File: src/rtl/rs485_dir_pkg.sv
package rs485_dir_pkg;

    typedef enum logic [1:0] {
        DIR_IDLE  = 2'd0,
        DIR_DRIVE = 2'd1,
        DIR_HOLD  = 2'd2
    } dir_state_e;

    // Pin level for a given activity and polarity choice.
    function automatic logic pin_level(input logic active, input logic invert);
        return active ? invert : ~invert;
    endfunction

    function automatic logic is_active(input dir_state_e s);
        return s != DIR_IDLE;
    endfunction

endpackage

File: src/rtl/rs485_dir_fsm.sv
module rs485_dir_fsm
    import rs485_dir_pkg::*;
(
    input  logic       clk,
    input  logic       rst,
    input  logic       en,
    input  logic       wr,
    input  logic       char_done,
    input  logic       queue_empty,
    input  logic       delay_zero,
    input  logic       hold_expire,
    output dir_state_e state_q,
    output dir_state_e state_d,
    output logic       load_hold
);

    always_comb begin
        state_d   = state_q;
        load_hold = 1'b0;
        if (!en) begin
            state_d = DIR_IDLE;
        end else begin
            unique case (state_q)
                DIR_IDLE: begin
                    if (wr) state_d = DIR_DRIVE;
                end
                DIR_DRIVE: begin
                    if (!wr && char_done && queue_empty) begin
                        if (delay_zero) begin
                            state_d = DIR_IDLE;
                        end else begin
                            state_d   = DIR_HOLD;
                            load_hold = 1'b1;
                        end
                    end
                end
                DIR_HOLD: begin
                    if (wr)               state_d = DIR_DRIVE;
                    else if (hold_expire) state_d = DIR_IDLE;
                end
                default: state_d = DIR_IDLE;
            endcase
        end
    end

    always_ff @(posedge clk) begin
        if (rst) state_q <= DIR_IDLE;
        else     state_q <= state_d;
    end

endmodule

File: src/rtl/rs485_bit_timer.sv
module rs485_bit_timer #(
    parameter int OVERSAMPLE = 16
) (
    input  logic clk,
    input  logic rst,
    input  logic run,
    input  logic tick,
    output logic bit_end
);

    localparam int SUB_W = (OVERSAMPLE > 2) ? $clog2(OVERSAMPLE) : 1;
    localparam logic [SUB_W-1:0] SUB_LAST = SUB_W'(OVERSAMPLE - 1);
    localparam bit POW2 = ((OVERSAMPLE & (OVERSAMPLE - 1)) == 0);

    logic [SUB_W-1:0] sub_q;
    logic [SUB_W-1:0] sub_inc;

    assign bit_end = run && tick && (sub_q == SUB_LAST);

    generate
        if (POW2) begin : g_wrap_free
            assign sub_inc = sub_q + 1'b1;
        end else begin : g_wrap_cmp
            assign sub_inc = (sub_q == SUB_LAST) ? '0 : sub_q + 1'b1;
        end
    endgenerate

    always_ff @(posedge clk) begin
        if (rst || !run) sub_q <= '0;
        else if (tick)   sub_q <= sub_inc;
    end

endmodule

File: src/rtl/rs485_holdoff.sv
module rs485_holdoff #(
    parameter int CNT_W = 8
) (
    input  logic             clk,
    input  logic             rst,
    input  logic             load,
    input  logic [CNT_W-1:0] load_val,
    input  logic             dec,
    output logic             last
);

    localparam logic [CNT_W-1:0] ONE = CNT_W'(1);

    logic [CNT_W-1:0] cnt_q;

    assign last = dec && (cnt_q == ONE);

    always_ff @(posedge clk) begin
        if (rst)                    cnt_q <= '0;
        else if (load)              cnt_q <= load_val;
        else if (dec && cnt_q != 0) cnt_q <= cnt_q - ONE;
    end

endmodule

File: src/rtl/rs485_dir_ctrl.sv
module rs485_dir_ctrl
    import rs485_dir_pkg::*;
#(
    parameter int DLY_W      = 8,
    parameter int OVERSAMPLE = 16
) (
    input  logic             clk,
    input  logic             rst,
    input  logic             tx_wr,
    input  logic             char_done,
    input  logic             queue_empty,
    input  logic             baud16_tick,
    input  logic             dir_en,
    input  logic             dir_invert,
    input  logic [DLY_W-1:0] hold_bits,
    output logic             dir_pin
);

    dir_state_e state_q;
    dir_state_e state_d;
    logic       load_hold;
    logic       bit_end;
    logic       hold_expire;
    logic       dir_q;

    rs485_dir_fsm u_fsm (
        .clk         (clk),
        .rst         (rst),
        .en          (dir_en),
        .wr          (tx_wr),
        .char_done   (char_done),
        .queue_empty (queue_empty),
        .delay_zero  (hold_bits == '0),
        .hold_expire (hold_expire),
        .state_q     (state_q),
        .state_d     (state_d),
        .load_hold   (load_hold)
    );

    rs485_bit_timer #(.OVERSAMPLE(OVERSAMPLE)) u_bit (
        .clk     (clk),
        .rst     (rst),
        .run     (state_q == DIR_HOLD),
        .tick    (baud16_tick),
        .bit_end (bit_end)
    );

    rs485_holdoff #(.CNT_W(DLY_W)) u_hold (
        .clk      (clk),
        .rst      (rst),
        .load     (load_hold),
        .load_val (hold_bits),
        .dec      (bit_end),
        .last     (hold_expire)
    );

    // Registered pin: no combinational path from strobes to the pad.
    always_ff @(posedge clk) begin
        if (rst) dir_q <= pin_level(1'b0, dir_invert);
        else     dir_q <= pin_level(is_active(state_d), dir_invert);
    end

    assign dir_pin = dir_q;

endmodule

File: config.mk
export PLATFORM = sky130hd
export DESIGN_NAME = rs485_dir_ctrl
export DESIGN_NICKNAME = d
export VERILOG_FILES = /design/src/rtl/rs485_dir_pkg.sv /design/src/rtl/rs485_dir_fsm.sv /design/src/rtl/rs485_bit_timer.sv /design/src/rtl/rs485_holdoff.sv /design/src/rtl/rs485_dir_ctrl.sv
export SDC_FILE = /design/constraint.sdc
export NUM_CORES = 1
export LEC_CHECK = 0
export BUFFER_PORTS_ARGS = -buffer_cell sky130_fd_sc_hd__buf_4
export CORE_AREA = 8 8 57 59
export CTS_CLUSTER_SIZE = 12
export DETAILED_ROUTE_END_ITERATION = 10
export DIE_AREA = 0 0 65 67
export PLACE_DENSITY = 0.65
export SYNTH_ARGS = -nofsm -noshare
export SYNTH_HDL_FRONTEND = slang
export SYNTH_SLANG_ARGS = --single-unit
export TNS_END_PERCENT = 1
File: constraint.sdc
create_clock -name clk -period 4.4 [get_ports clk]
set_input_delay 0.66 -clock clk [delete_from_list [all_inputs] [get_ports clk]]
set_output_delay 0.66 -clock clk [all_outputs]
set_load 0.02 [all_outputs]
==> results.sh, run 1 <==
export IMPL_status="complete, no violations"
export IMPL_synth_fp_nets=123
export IMPL_finalCriticalPeriod_ns=1.85
export IMPL_slowest_delay_ns=0.40
export IMPL_dpl_instance_area_sq_um=1040
export IMPL_drt_wl_total_mm=1.97
export IMPL_max_freq_ghz=0.541
export IMPL_grt_pass1_vias=788
export IMPL_crit_family="compound AO/OA/AOI/OAI gates"
export IMPL_max_slew_margin=0.683
export IMPL_ioPinCount=17
export IMPL_power_switching_share=0.231
export IMPL_syn_mean_instance_area_sq_um=8.84
export IMPL_hold_viol=0
export IMPL_ys_seq_area_frac=0.330
export IMPL_synth_edf_count=0
export IMPL_place_hpwl_mm=1.57
export IMPL_fin_area_sq_um=1060
export IMPL_synthDistinctLibCells=39
export IMPL_p_sw_mw=0.0561
export IMPL_hold_path_class="reg2reg"
export IMPL_ys_ff_latch=15
export IMPL_routedWlPerCell_um=13.2
export IMPL_root_buffer="clkbuf_4"
export IMPL_clkPwrFrac=0.324
export IMPL_nFillCells=261
export IMPL_cp_start_kind="input port"
export IMPL_setup_viol=0
export IMPL_p_int_mw=0.187
export IMPL_core_sq_um=2360
export IMPL_chipHeight_um=67
export IMPL_nNetsFinal=140
export IMPL_clk_latency_ns=0.28
export IMPL_cts_tree="built"
export IMPL_gp_congestion=0.787
export IMPL_critical_path_class="in2reg"
export IMPL_crit_chain="buf_4, nor4_1, a211o_1, a21boi_1, a21oi_1, xnor2_1"
export IMPL_area_growth_pct=16.8
export IMPL_post_cts_resized=0
export IMPL_combPwrFrac=0.104
export IMPL_period_share=0.420
export IMPL_synthCells=103
export IMPL_dieArea_sq_um=4360
export IMPL_drtAntennaViolNets=0
export IMPL_yosysTopAreaCell="dfxtp_1"
export IMPL_antenna_found_initial=0
export IMPL_dr_first_iter_drc_count=9
export IMPL_r2r_setup_slack_ns=2.59
export IMPL_vias_per_cell=5.31
export IMPL_final_cell_count_no_fill=149
export IMPL_power_mw=0.243
export IMPL_fp_dieW_um=65
export IMPL_rows=18
export IMPL_clkTransAtPathRegs_ns=0.09
export IMPL_rsz0062_at_grt="false"
export IMPL_synth_main_ff_cell="dfxtp_1"
export IMPL_drive_gt1_frac=0.235
export IMPL_async_flop_share=0
export IMPL_slew_violations=0
export IMPL_irDropWorstVdd_mv=0.136
export IMPL_multiInputGateArea_sq_um=564
export IMPL_fin_skew_ns=0.00132
export IMPL_critPathArrivalTime_ns=2.03
export IMPL_power_density_nw_per_um2=228
export IMPL_h_tree_depth=1
export IMPL_end_kind="flip-flop"
export IMPL_numCtsBuffers=3
export IMPL_worst_pin_slew_ns=0.474
export IMPL_grt_pass1_wl_mm=3.23
export IMPL_cts_buffer_depth=2
export IMPL_cp_slowest_cell="nor4_1"
export IMPL_io_buffers=16
export IMPL_post_cts_setup_buffers=0
export IMPL_via_count=791
export IMPL_track_usage=0.0948
export IMPL_worstPathRequired_ns=4.58
export IMPL_seqCellArea_sq_um=300
export IMPL_dp_cells=145
export IMPL_tns_ns=0
export IMPL_p_leak_nw=0.441
export IMPL_antennaDiodeCount=0
export IMPL_post_synth_top_area_fraction=0.330
export IMPL_grt_overflow=0
export IMPL_worst_path_buf_inv=1
export IMPL_ys_top_cells_by_area="dfxtp_1, nor2_1, ha_1"
export IMPL_synth_area_sq_um=911
export IMPL_seqPwrFrac=0.572
export IMPL_critPathMaxFanout=10
export IMPL_clock_sinks=15
export IMPL_holdBufCountCts=0
export IMPL_maxCapViolCount=0
export IMPL_start_util=0.385
export IMPL_grt_max_degree=13
export IMPL_drc=0
export IMPL_dr_pass1_iters=4
export IMPL_synth_warnings=0
-- synth_stat cells, types with 2 or more instances --
cell and instances:
inv_1 4, ha_1 4, nor2_1 15, nand3b_1 3, a221oi_1 2, buf_6 2
xor2_1 2, nand2_1 10, mux2i_1 3, a21oi_1 3, mux2_1 2, nand4_1 5
a21oi_2 2, and3_1 2, mux2_4 2, xnor2_1 3, dfxtp_1 15, nand3_1 2
nor4_1 2
-- worst register-to-register path, cell delays in order, from the launching register on --
cell and delay [ns]:
dfxtp_1 0.38, ha_1 0.18, and4_4 0.23, and3b_1 0.28, and2_4 0.24, mux2_4 0.31
a21oi_2 0.13
-- worst paths after layout --
| kind | startpoint | end | cells past startpoint |
|---|---|---|---|
| min reg2reg | u_bit.sub_q[3]$_SDFFE_PP0P_ | u_bit.sub_q[3]$_SDFFE_PP0P_ | 2 |
| max reg2reg | u_bit.sub_q[0]$_SDFFE_PP0P_ | u_hold.cnt_q[1]$_SDFFE_PP0P_ | 6 |
| min | u_bit.sub_q[3]$_SDFFE_PP0P_ | u_bit.sub_q[3]$_SDFFE_PP0P_ | 2 |
| max | hold_bits[4] | dir_pin$_DFF_P_ | 6 |
-- placed cells by master, fill, tap and decap left out, drive strengths merged --
cell / instances
mux2: 4
nor3: 2
and3b: 1
nand2b: 1
o211ai: 1
xnor2: 3
a211o: 1
nor3b: 1
nor4: 2
a21oi: 5
a221oi: 2
nand4: 5
nand3b: 3
dfxtp: 15
xor2: 2
a22oi: 1
clkbuf: 4
o211a: 1
and2: 1
a21boi: 2
and3: 2
a31o: 1
nor2: 15
nand3: 3
nand2: 10
ha: 4
buf: 16
mux2i: 3
nand4b: 1
or3b: 1
and4: 1
inv: 4
a31oi: 1
-- kinds of logic (layout without fill, tap and decap cells) --
kind of cell / after synthesis / count (layout) / share of synthesized area
XOR/XNOR: 5 / 5 / 0.0481
buffers and inverters: 8 / 24 / 0.0508
flip-flops: 15 / 15 / 0.330
AO/OA/AOI/OAI: 15 / 15 / 0.125
adder cells (fa/ha/maj): 4 / 4 / 0.0549
multiplexers: 7 / 7 / 0.0907
AND/OR/NAND/NOR: 49 / 49 / 0.301
-- routing by layer --
| layer | global-route usage | wire, um | vias up |
|---|---|---|---|
| met3 | 0.0319 | 90 | 4 |
| met5 | 0 | 0 | - |
| li1 | - | - | 404 |
| met2 | 0.174 | 1020 | 15 |
| met4 | 0.0599 | 41 | 0 |
| met1 | 0.0893 | 821 | 368 |
-- state kept, by name, summed over array words and instances (netlist names) --
name           count
u_hold.cnt_q       8
u_fsm.state_q      2
u_bit.sub_q        4
dir_pin            1
-- final cells by class --
| class | count | area share |
|---|---|---|
| clock buffers | 4 | 0.0247 |
| inverters | 4 | 0.0141 |
| multi-input cells | 80 | 0.531 |
| flip-flops and latches | 15 | 0.282 |
| well taps | 30 | 0.0353 |
| repair buffers | 16 | 0.113 |
-- per-stage QoR --
step	setup slack, ns	util	hold slack, ns
4_1_cts	2.57	0.450	0.527
3_3_place_gp	2.26	0.439	0.500
3_5_place_dp	2.28	0.439	0.502
6_report	2.55	0.450	0.528
2_1_floorplan	2.56	-	0.479
5_1_grt	2.48	0.450	0.542
-- power groups by stage --
stage          combinational, mW  clock [mW]  sequential, mW
2_1_floorplan            0.00868           0           0.143
3_3_place_gp              0.0251           0           0.142
3_5_place_dp              0.0254           0           0.142
4_1_cts                   0.0256      0.0803           0.139
5_1_grt                   0.0275      0.0861           0.139
6_report                  0.0253      0.0787           0.139
No activity file was read; power rests on OpenSTA's default activity.
==> run 2: changes to the inputs <==
- ABC_AREA: not set -> 1
- PLACE_DENSITY: 0.65 -> 0.68
- clock period: 4.4 -> 1.7 ns (I/O delays scaled with it)
==> run 2 against run 1 <==
Compared with the run above: critical path type is now reg2reg; global-route usage grew 1.2 points; count of clock-buffer cells in the layout is the same; final area increased by 3.3%; core utilization increased by 1.5 points; hold slack lost 0.33 ns; final cell count rose by 22%; sequential cell count did not move; sequential power rose to 2.6 times the previous value; clock power rose to 2.7 times the previous value; register-to-register slack worse by 2.3 ns; synthesized area rose by 0.55%; critical endpoint is now u_hold.cnt_q[5]$_SDFFE_PP0P_.
==> results.sh, run 2 <==
export IMPL_setup_viol=0
export IMPL_synth_edf_count=0
export IMPL_ys_ff_latch=15
export IMPL_synth_warnings=0
export IMPL_dieArea_sq_um=4360
export IMPL_power_switching_share=0.248
export IMPL_rows=18
export IMPL_regMostFlops="u_hold.cnt_q"
export IMPL_clock_sinks=15
export IMPL_track_usage=0.107
export IMPL_drtAntennaViolNets=0
export IMPL_place_hpwl_mm=1.64
export IMPL_slew_violations=0
export IMPL_numCtsBuffers=3
export IMPL_ys_seq_area_frac=0.328
export IMPL_yosysTopAreaCell="dfxtp_1"
export IMPL_fin_skew_ns=0.00357
export IMPL_hold_end="u_hold.cnt_q[6]$_SDFFE_PP0P_"
export IMPL_antenna_found_initial=0
export IMPL_power_mw=0.642
export IMPL_max_slew_margin=0.777
export IMPL_start_util=0.387
export IMPL_worstPathRequired_ns=1.88
export IMPL_status="complete, no violations"
export IMPL_power_density_nw_per_um2=584
export IMPL_fin_area_sq_um=1100
export IMPL_antennaDiodeCount=0
export IMPL_critPathArrivalTime_ns=1.63
export IMPL_clkPwrFrac=0.334
export IMPL_tns_ns=0
export IMPL_nNetsFinal=173
export IMPL_cts_tree="built"
export IMPL_end_kind="flip-flop"
export IMPL_synth_main_ff_cell="dfxtp_1"
export IMPL_met3_usage=0.0554
export IMPL_grt_pass1_wl_mm=3.73
export IMPL_max_freq_ghz=0.691
export IMPL_busiest_layer="met2"
export IMPL_post_cts_setup_buffers=0
export IMPL_syn_mean_instance_area_sq_um=6.89
export IMPL_reg_top3="u_hold.cnt_q: 8 flops, u_bit.sub_q: 4 flops, u_fsm.state_q: 2 flops"
export IMPL_nFillCells=263
export IMPL_critPathMaxFanout=10
export IMPL_cp_start_kind="flip-flop"
export IMPL_dr_first_iter_drc_count=44
export IMPL_root_buffer="clkbuf_4"
export IMPL_min_delay_start="rst"
export IMPL_drc=0
export IMPL_cts_buffer_depth=2
export IMPL_hold_viol=0
export IMPL_p_sw_mw=0.159
export IMPL_synthCells=133
export IMPL_worst_pin_slew_ns=0.334
export IMPL_chipHeight_um=67
export IMPL_grt_use_met2=0.175
export IMPL_holdWs_ns=0.201
export IMPL_grt_overflow=0
export IMPL_hold_depth=2
export IMPL_reg2reg_to="u_hold.cnt_q[5]$_SDFFE_PP0P_"
export IMPL_clkTransAtPathRegs_ns=0.10
export IMPL_drt_wl_total_mm=2.08
export IMPL_dr_pass1_iters=4
export IMPL_final_common_cell="nand2_1"
export IMPL_period_share=0.852
export IMPL_core_sq_um=2360
export IMPL_holdBufCountCts=0
export IMPL_ys_top_cells_by_area="dfxtp_1, nand2_1, nand3_1"
export IMPL_p_int_mw=0.483
export IMPL_routedWlPerCell_um=11.4
export IMPL_mostFrequentLayoutCells="nand2_1, inv_1, buf_4"
export IMPL_drive_gt1_frac=0.191
export IMPL_synth_common_cells="nand2_1, inv_1, dfxtp_1, nand3_1, nor2_1"
export IMPL_hold_path_class="in2reg"
export IMPL_io_buffers=16
export IMPL_largest_register_ffs=8
export IMPL_synth_fp_nets=153
export IMPL_area_growth_pct=19.9
export IMPL_clk_latency_ns=0.29
export IMPL_rsz0062_at_grt="false"
export IMPL_grt_max_degree=11
export IMPL_irDropWorstVdd_mv=0.454
export IMPL_p_leak_nw=0.510
export IMPL_post_synth_top_area_fraction=0.328
export IMPL_grt_pass1_vias=904
export IMPL_ioPinCount=17
export IMPL_grtUsageMet1=0.118
export IMPL_yosysMostFrequentCell="nand2_1"
export IMPL_fp_dieW_um=65
export IMPL_gp_congestion=0.843
export IMPL_post_cts_resized=0
export IMPL_critical_path_class="reg2reg"
export IMPL_combPwrFrac=0.108
export IMPL_seqPwrFrac=0.558
export IMPL_async_flop_share=0
export IMPL_finalCriticalPeriod_ns=1.45
export IMPL_vias_per_cell=4.92
export IMPL_synth_area_sq_um=916
export IMPL_maxCapViolCount=0
export IMPL_dpl_instance_area_sq_um=1070
export IMPL_via_count=896
export IMPL_r2r_start="u_hold.cnt_q[0]$_SDFFE_PP0P_"
export IMPL_rr_worst_depth=7
export IMPL_synthDistinctLibCells=23
export IMPL_startpoint="u_hold.cnt_q[0]$_SDFFE_PP0P_"
export IMPL_h_tree_depth=1
export IMPL_r2r_setup_slack_ns=0.25
run 2: cell types whose count changed in the layout (fill, tap and decap cells not counted), sizes merged, moves of 3 or more:
cell	delta
a31oi	+4
inv	+14
mux2	-4
nand2	+23
nand3	+12
nand3b	-3
nor2	+4
o21ai	+5
run 2: logic make-up (layout without fill, tap and decap cells):
logic type | after synthesis | in the layout | share of synthesized area
AO/OA/AOI/OAI | 13 | 13 | 0.0902
adder cells (fa/ha/maj) | 4 | 4 | 0.0546
buffers and inverters | 20 | 39 | 0.0833
flip-flops | 15 | 15 | 0.328
multiplexers | 1 | 1 | 0.0109
AND/OR/NAND/NOR | 74 | 74 | 0.376
XOR/XNOR | 6 | 6 | 0.0574
run 2: metal layers:
| metal | vias to the layer above | wire length, um |
|---|---|---|
| met4 | 0 | 23 |
| met2 | 29 | 878 |
| met3 | 4 | 182 |
| met1 | 398 | 994 |
| met5 | - | 0 |
| li1 | 465 | - |
run 2: area by class of cell:
cell class | count | area (sq um) | area share
Tap cell | 30 | 37.5 | 0.0342
Sequential cell | 15 | 300 | 0.273
Timing Repair Buffer | 17 | 128 | 0.116
Multi-Input combinational cell | 98 | 539 | 0.491
Inverter | 18 | 67.6 | 0.0615
Clock buffer | 4 | 26.3 | 0.0239
run 2: power by group through the flow:
stage	clock, mW	combinational, mW	sequential (mW)
after global placement	0	0.0670	0.366
after CTS	0.220	0.0696	0.358
after floorplan	0	0.0260	0.368
after detailed placement	0	0.0692	0.366
final	0.214	0.0695	0.358
after global routing	0.236	0.0786	0.358
run 2: worst max-delay path, stage by stage (launching register included):
cell     delay, ns
dfxtp_1       0.36
inv_1         0.11
ha_1          0.20
nand2_4       0.06
o21ai_4       0.32
nand2_4       0.09
o21ai_0       0.15
a21oi_1       0.06
run 2: worst max path at each step:
| stage | cells after the start | slack, ns | to |
|---|---|---|---|
| global placement | 10 | 0.20 | u_hold.cnt_q[6]$_SDFFE_PP0P_ |
| global route | 8 | 0.05 | u_hold.cnt_q[6]$_SDFFE_PP0P_ |
| CTS | 7 | 0.25 | u_hold.cnt_q[5]$_SDFFE_PP0P_ |
| finish | 7 | 0.25 | u_hold.cnt_q[5]$_SDFFE_PP0P_ |
| detailed placement | 9 | 0.22 | u_hold.cnt_q[6]$_SDFFE_PP0P_ |
| floorplan | 7 | 0.39 | u_hold.cnt_q[5]$_SDFFE_PP0P_ |
run 2: per-stage QoR:
step / setup slack, ns / util / cells
floorplan: 0.393 / - / 133
global placement: 0.204 / 0.453 / 178
detailed placement: 0.218 / 0.453 / 178
CTS: 0.246 / 0.465 / 182
global route: 0.0538 / 0.465 / 182
finish: 0.252 / 0.465 / 182
